[config.mk]
export PLATFORM = sky130hd
export DESIGN_NAME = trig_glitch_gen
export DESIGN_NICKNAME = d
export VERILOG_FILES = /design/src/rtl/trig_glitch_gen.sv
export SDC_FILE = /design/constraint.sdc
export NUM_CORES = 1
export LEC_CHECK = 0
export ABC_AREA = 1
export BUFFER_PORTS_ARGS = -buffer_cell sky130_fd_sc_hd__buf_2
export CAP_MARGIN = 20
export CORE_ASPECT_RATIO = 0.75
export CORE_MARGIN = 2
export CORE_UTILIZATION = 60
export DETAILED_ROUTE_END_ITERATION = 12
export PLACE_DENSITY = 0.89
export SLEW_MARGIN = 20
export SYNTH_ARGS = -nofsm -noshare
export SYNTH_HDL_FRONTEND = slang
export SYNTH_SLANG_ARGS = --single-unit
export TNS_END_PERCENT = 30
[constraint.sdc]
create_clock -name clk -period 11.4 [get_ports clk]
set_clock_uncertainty 0.2 [all_clocks]
set_input_delay 0 -clock clk [delete_from_list [all_inputs] [get_ports clk]]
set_output_delay 0 -clock clk [all_outputs]
set_load 0.05 [all_outputs]
[src/rtl/trig_glitch_gen.sv]
module trig_glitch_gen #(
  parameter int NW = 8,
  parameter int DW = 16
) (
  input  logic                 clk,
  input  logic                 rst_n,
  input  logic [NW-1:0]        half_period,
  input  logic [DW-1:0]        delay_cyc,
  input  logic signed [NW:0]   shift_ticks,
  input  logic [NW-1:0]        glitch_width,
  input  logic                 arm,
  input  logic                 trigger,
  output logic                 tgt_clk,
  output logic                 done,
  output logic                 cfg_err
);
  localparam int PW = NW + 2;
  localparam logic [2:0] S_IDLE = 3'd0, S_ARMED = 3'd1, S_COUNT = 3'd2,
                         S_GLITCH = 3'd3, S_DONE = 3'd4;

  logic [2:0]    state;
  logic [PW-1:0] phase;
  logic [2:0]    trig_q;
  logic          neg_q;
  logic [PW-1:0] mag_q;
  logic [PW-1:0] w_q;
  logic [DW-1:0] rem;

  wire [PW-1:0] period2 = {1'b0, half_period, 1'b0};
  wire [PW-1:0] hp_x    = {2'b00, half_period};
  wire [PW-1:0] w_x     = {2'b00, glitch_width};
  wire          wrap    = (phase + 1'b1) >= period2;
  wire          base_c  = phase < hp_x;
  wire          trig_edge = trig_q[1] & ~trig_q[2];

  wire          sh_neg = shift_ticks[NW];
  wire [NW:0]   sh_u   = shift_ticks;
  wire [PW-1:0] mag    = {1'b0, sh_neg ? (~sh_u + 1'b1) : sh_u};

  wire neg_ok = (mag >= w_x + 1'b1) && (mag <= hp_x - 1'b1) && (delay_cyc >= DW'(2));
  wire pos_ok = (mag + w_x) < hp_x;
  wire cfg_ok = (hp_x >= PW'(4)) && (w_x != '0) && (w_x < hp_x) && (mag != '0) &&
                (delay_cyc != '0) && (sh_neg ? neg_ok : pos_ok);

  wire [PW-1:0] g_start = neg_q ? (period2 - mag_q) : (hp_x + mag_q);
  wire [PW-1:0] g_end   = g_start + w_q - 1'b1;
  wire          glit_c  = (state == S_GLITCH) && (phase >= g_start) && (phase <= g_end);

  assign done = (state == S_DONE);

  always_ff @(posedge clk) begin
    if (!rst_n) begin
      phase   <= '0;
      tgt_clk <= 1'b0;
      trig_q  <= '0;
    end else begin
      phase   <= wrap ? '0 : phase + 1'b1;
      tgt_clk <= base_c | glit_c;
      trig_q  <= {trig_q[1:0], trigger};
    end
  end

  always_ff @(posedge clk) begin
    if (!rst_n) begin
      state   <= S_IDLE;
      cfg_err <= 1'b0;
      neg_q   <= 1'b0;
      mag_q   <= '0;
      w_q     <= '0;
      rem     <= '0;
    end else begin
      case (state)
        S_IDLE, S_DONE: begin
          if (arm) begin
            if (cfg_ok) begin
              state   <= S_ARMED;
              cfg_err <= 1'b0;
              neg_q   <= sh_neg;
              mag_q   <= mag;
              w_q     <= w_x;
              rem     <= delay_cyc;
            end else begin
              state   <= S_IDLE;
              cfg_err <= 1'b1;
            end
          end
        end
        S_ARMED: if (trig_edge) state <= S_COUNT;
        S_COUNT: begin
          if (wrap) begin
            rem <= rem - 1'b1;
            if ((!neg_q && rem == DW'(1)) || (neg_q && rem == DW'(2)))
              state <= S_GLITCH;
          end
        end
        S_GLITCH: if (phase == g_end) state <= S_DONE;
        default: state <= S_IDLE;
      endcase
    end
  end
endmodule

# Word level (Yosys, flattened, before mapping)
# Index checks and enable logic that the tools add are counted.
# classes
n_addsub,10
mul,0
div,0
order_cmp,10
n_eq_ne,13
shifts,0
mux,15
n_bitwise,5
n_reduce_logical,24
# op_table
operator,n
2-to-1 mux 16 bit,3
case mux 16 bit (2 select lines),1
less-than comparator 10 x 8 -> 1 bit,2
nonzero test 10 bit,2
"== test 16 x 1 -> 1 bit, second input constant",1
"== test 16 x 2 -> 1 bit, second input constant",1
">= comparator 16 x 2 -> 1 bit, second input constant",1
nonzero test 16 bit,1
"subtractor 16 x 1 -> 16 bit, second input constant",1
2-to-1 mux 3 bit,5
case mux 3 bit (4 select lines),1
logical AND 1 bit,11
"adder 10 x 1 -> 10 bit, second input constant",1
adder 10 x 8 -> 10 bit,1
adder 8 x 9 -> 10 bit,1
adder 9 x 8 -> 10 bit,1
== test 10 bit,1
>= comparator 10 bit,1
>= comparator 10 x 9 -> 1 bit,1
less-or-equal comparator 10 bit,1
less-or-equal comparator 9 x 10 -> 1 bit,1
2-to-1 mux 10 bit,1
"inequality test 2 bit, second input constant",5
"subtractor 10 x 1 -> 10 bit, second input constant",1
26 further kinds,31
# word_totals
ff_bits,52
latchBits,0
ramBits,0
romBits,0
n_memories,0

# Logic depth before layout (Yosys ltp)
# logic_depth
ltp_word,11
mapped_depth,31
ltp_nobuf,31

# Worst setup path before layout
# Ideal clock, no wire load.
# synth_path
path_type,register -> register
startpoint,register mag_q[0]
endpoint,register state[1]
setup_ps,110
arrival_ps,4415
t_required_ps,11090
path_slack_ps,6675
path_stages_with_launch,32
path_cell_list,dfxtp_1 -> ha_1 -> inv_1 -> fa_1 -> o31ai_1 -> inv_1 -> nor2_1 -> o21ai_0 -> nand2_1 -> a21oi_1 -> a22oi_1 -> ha_1 -> inv_1 -> ha_1 -> a21oi_1 -> o21ai_0 -> a31oi_1 -> xor2_1 -> xnor2_1 -> inv_1 -> ha_1 -> nand4_1 -> nor3_1 -> nand3_1 -> nand2_1 -> nand2_1 -> inv_1 -> nand2_1 -> nor2_1 -> nand2_1 -> nand2_1 -> nor2_1
# synth_between
elab_chain_len,7
elab_cells_between_ends,8
# synth_lines
item,line,rtl
from (decl),25,logic [PW-1:0] mag_q;
from (signal assigned),79,mag_q <= mag;
adder 8 x 9 -> 10 bit / subtractor 9 x 9 -> 10 bit (equally long branches),45,wire [PW-1:0] g_start = neg_q ? (period2 - mag_q) : (hp_x + mag_q);
2-to-1 mux 10 bit *,45,
adder 10 x 8 -> 10 bit *,46,wire [PW-1:0] g_end = g_start + w_q - 1'b1;
subtractor 10 x 1 -> 10 bit *,46,
== test 10 bit *,96,S_GLITCH: if (phase == g_end) state <= S_DONE;
inequality test 2 x 1 -> 1 bit (no source line) *,-,
AND reduction 5 bit (no source line) *,-,
to (signal assigned),93,state <= S_GLITCH;
to (signal assigned),96,
to (signal assigned),97,default: state <= S_IDLE;
to (decl),21,logic [2:0] state;
# Mark *: on every way between the ends. The rest lies on a longest branch, timed or not.
# A chain may end at the register's enable or synchronous reset.

# Worst setup path after layout
# layout_path
startpoint,register mag_q[0]
endpoint,register state[2]
# The elaborated chain is that of the path after synthesis.

==> results_tabular.tex <==
\begin{tabular}{lr}
\hline
Metric & Value \\
\hline
\multicolumn{2}{l}{\textbf{Power and ir drop}} \\
\quad Part of the power in combinational logic & 65.1\% \\
\quad Final total power & 1.23 mW \\
\quad Switching share of power & 49.7\% \\
\quad Switching Power & 613 uW \\
\quad Sequential fraction of design power & 21.1\% \\
\quad Power per Cell Area & 171 nW/um\^{}2 \\
\quad Part of the total power dissipated in the clock network & 13.9\% \\
\quad Internal power & 621 uW \\
\quad Leakage power summed over all cells & 3.77 nW \\
\quad IR drop worst, VDD & 0.000132 V \\
\multicolumn{2}{l}{\textbf{Place}} \\
\quad Post-placement cell area & 6790 sq um \\
\quad Number of port buffers & 47 \\
\quad Detailed-placement wirelength estimate & 13000 um \\
\quad GPL Wtd Cong & 0.991 \\
\multicolumn{2}{l}{\textbf{Detailed routing}} \\
\quad Met1 routed wirelength after detailed routing & 7710 um \\
\quad Routed length on met2 & 7670 um \\
\quad DRT antenna net count & 0 \\
\quad Routed met3 length & 1720 um \\
\quad DRC violations left & 0 \\
\quad Post-detailed-route via-to-cell ratio & 5.62 \\
\quad Iteration count of the initial detailed-routing pass & 6 \\
\quad Max Used Layer & met4 \\
\quad WL final & 17500 um \\
\quad Routed wire per std cell & 14.6 um \\
\quad Vias after detailed routing & 6726 \\
\quad Drt initial violations & 528 \\
\multicolumn{2}{l}{\textbf{Synth}} \\
\quad Synthesized netlist net count & 1158 \\
\quad Post-Syn Area per Cell & 6.51 sq um \\
\quad Area share of xor/xnor cells in the synthesized design & 5.00\% \\
\quad Synthesized instance count & 996 \\
\quad Multiplexer area fraction after synthesis & 0.154\% \\
\quad Most common flop cell mapped by yosys & sky130\_fd\_sc\_hd\_\_dfxtp\_1 \\
\quad Number of storage elements in the synthesis netlist & 52 \\
\quad Synth Area in Compound Gates & 13.2\% \\
\quad Area share of fa/ha/maj cells after synthesis & 23.1\% \\
\quad Mapped Area & 6480 sq um \\
\quad Post-synth cell types & 47 \\
\quad Dominant combinational cell family by area after synthesis & simple AND/OR/NAND/NOR gates \\
\quad Fraction of the yosys area taken by sequential cells & 16.1\% \\
\quad Post-synthesis simple-gate area fraction & 31.6\% \\
\quad Count of flip-flops with a built-in enable after synthesis & 0 \\
\quad FFs w/ async S/R, synth & 0\% \\
\quad Yosys warns & 0 \\
\multicolumn{2}{l}{\textbf{Critical path}} \\
\quad Critical Path Fanout Max & 6 \\
\quad CP startpoint kind & flip-flop \\
\quad Worst Path Required & 11.43 ns \\
\quad Standard cell with the maximum stage delay on the critical path & sky130\_fd\_sc\_hd\_\_dfxtp\_1 \\
\quad Cell seen most often among critical-path stages & sky130\_fd\_sc\_hd\_\_inv\_1 \\
\quad Critical path's largest stage delay & 0.45 ns \\
\quad Worst setup path class & reg2reg \\
\quad Category of the worst setup path capture point & flip-flop \\
\quad Endpoint arrival time on the critical path & 5.45 ns \\
\multicolumn{2}{l}{\textbf{Floorplanning}} \\
\quad Row count & 32 \\
\quad X dimension of the die & 124 um \\
\quad Starting density of the core & 62.3\% \\
\quad Number of primary I/O pins & 48 \\
\quad Placeable core area & 10400 sq um \\
\quad Die span in y & 94.0 um \\
\quad Die Outline Area & 11700 sq um \\
\multicolumn{2}{l}{\textbf{GRT}} \\
\quad Overflow left after global routing & 0 \\
\quad Pin count of the biggest net entering global routing & 40 \\
\quad Initial antenna violation count & 0 \\
\quad Via count of the first global-routing pass & 6205 \\
\quad First-pass GRT wire length & 28700 um \\
\quad GRT Total Usage & 31.0\% \\
\multicolumn{2}{l}{\textbf{Status}} \\
\quad Outcome & complete, no violations \\
\multicolumn{2}{l}{\textbf{Clock tree}} \\
\quad Clock slew at the register clock pins of the worst setup and hold paths & 0.07 ns \\
\quad H-tree lvl count & 2 \\
\quad Number of clock buffers inserted by TritonCTS & 5 \\
\quad Cell at the root of the clock tree & sky130\_fd\_sc\_hd\_\_clkbuf\_16 \\
\quad Insertion delay to the later sink of the worst-skew pair & 0.30 ns \\
\quad Sinks on Clock Net & 52 \\
\quad CTS max path bufs & 2 \\
\quad Cts repair resizes & 0 \\
\quad Clock tree from TritonCTS & built \\
\quad \# Post-CTS Setup Buffers & 0 \\
\multicolumn{2}{l}{\textbf{Timing}} \\
\quad Maximum clock frequency & 0.185 GHz \\
\quad Final cycle utilization of the critical path & 47.5\% \\
\quad Time the final worst path needs with I/O delays and setup & 5.42 ns \\
\quad Setup TNS & 0 ns \\
\quad Count of pins over their slew limit & 0 \\
\quad Transition time of the tightest slew-check pin & 0.701 ns \\
\quad Final-report setup violation count & 0 \\
\quad Final hold viol count & 0 \\
\quad Max-slew headroom at the worst pin & 53.3\% \\
\quad RSZ-0062 raised after global routing & false \\
\multicolumn{2}{l}{\textbf{Min path}} \\
\quad Worst min-delay path class & in2reg \\
\multicolumn{2}{l}{\textbf{Final layout}} \\
\quad Layout-stage area growth over the synthesis result & 11.3\% \\
\quad Most common cell after layout, fill and taps aside & sky130\_fd\_sc\_hd\_\_nand2\_1 \\
\quad Number of inserted filler cells in the final layout & 896 \\
\quad Most frequent cells in the layout & 213 x sky130\_fd\_sc\_hd\_\_nand2\_1, 147 x sky130\_fd\_sc\_hd\_\_inv\_1, 124 x sky130\_fd\_sc\_hd\_\_nor2\_1 \\
\quad Post-route cell area & 7210 sq um \\
\quad Net count reported at finish & 1223 \\
\quad Number of diodes & 0 \\
\quad Layout cell share with drive strength beyond 1 & 8.77\% \\
\multicolumn{2}{l}{\textbf{Run}} \\
\quad Count of max-cap constraint violations & 0 \\
\hline
\end{tabular}
critical path, delay by kind of cell, from the launching register on:
kind / cells / cell delay [ns]
flops: 1 / 0.45
fa+ha+maj: 5 / 1.52
xor+xnor: 2 / 0.32
simple gates: 10 / 1.20
buf+inv: 5 / 0.36
compound gates: 8 / 1.33
Yosys cell counts (5+ instances only):
library cell	count	area share (%)
sky130_fd_sc_hd__xnor2_1	14	1.9
sky130_fd_sc_hd__o21ai_1	10	0.77
sky130_fd_sc_hd__nor2_1	124	7.2
sky130_fd_sc_hd__o21bai_1	8	0.93
sky130_fd_sc_hd__nand2_1	213	12
sky130_fd_sc_hd__dfxtp_1	52	16
sky130_fd_sc_hd__nand3b_1	14	1.6
sky130_fd_sc_hd__or2_2	5	0.48
sky130_fd_sc_hd__nand3_2	10	1.5
sky130_fd_sc_hd__ha_1	113	22
sky130_fd_sc_hd__inv_2	8	0.46
sky130_fd_sc_hd__xor2_1	23	3.1
sky130_fd_sc_hd__o21ai_0	40	3.1
sky130_fd_sc_hd__buf_6	5	0.87
sky130_fd_sc_hd__a21oi_1	66	5.1
sky130_fd_sc_hd__inv_1	147	8.5
sky130_fd_sc_hd__nor3_1	24	1.9
sky130_fd_sc_hd__nand4_1	12	1.2
sky130_fd_sc_hd__nand3_1	46	3.6
sky130_fd_sc_hd__clkbuf_1	7	0.41
worst paths after layout:
kind,slack (ns),to,cells after the start,from
setup / recovery,5.98,state[2],30,mag_q[0]
hold / removal,0.04,mag_q[7],5,shift_ticks[7]
setup reg to reg,5.98,state[2],30,mag_q[0]
hold reg to reg,0.23,trig_q[2],2,trig_q[1]
power groups by stage:
| stage | registers (mW) | clock network, mW | logic (mW) |
|---|---|---|---|
| floorplan | 0.252 | 0 | 0.627 |
| global placement | 0.259 | 0 | 0.746 |
| detailed placement | 0.260 | 0 | 0.770 |
| CTS | 0.257 | 0.170 | 0.785 |
| global route | 0.263 | 0.177 | 0.917 |
| finish | 0.260 | 0.171 | 0.803 |
final cells by class:
type / count / area (sq um) / area share (%)
clock inverters: 1 / 30.0 / 0.416
well taps: 136 / 170 / 2.36
flip-flops and latches: 52 / 1040 / 14.4
inverters: 157 / 594 / 8.24
repair buffers: 75 / 513 / 7.11
clock buffers: 5 / 125 / 1.73
multi-input cells: 770 / 4740 / 65.7
per-layer routing:
layer / track usage [%] / vias up
li1: - / 3374
met1: 42.3 / 2988
met2: 49.8 / 321
met3: 5.64 / 43
met4: 8.99 / 0
met5: 0 / -
cells by family after synthesis:
family | count (synthesis)
AND/OR/NAND/NOR | 461
flip-flops | 52
other | 1
multiplexers | 1
buffers and inverters | 174
AO/OA/AOI/OAI | 153
XOR/XNOR | 37
adder cells (fa/ha/maj) | 117
through the flow:
step	instances	setup slack, ns	hold slack (ns)	utilization (%)
floorplan	996	6.68	-0.102	-
global placement	1163	6.29	-0.0188	65.2
detailed placement	1163	6.05	-0.00749	65.2
CTS	1196	6.01	0.0263	69.3
global route	1196	5.29	0.0627	69.3
finish	1196	5.98	0.0388	69.3
sequential cells by signal, summed over array words and instances, names as in the netlist:
register  cells
cfg_err       1
phase        10
state         3
trig_q        3
w_q           8
neg_q         1
tgt_clk       1
rem          16
mag_q         9
what timing repair did:
item / 4_1_cts / 5_1_grt
hold buffers: 27 / 0
endpoints found under the hold margin: 27 / 0
endpoints found under the setup margin: 0 / 0
Note: power is estimated with default switching activity, not from simulation.
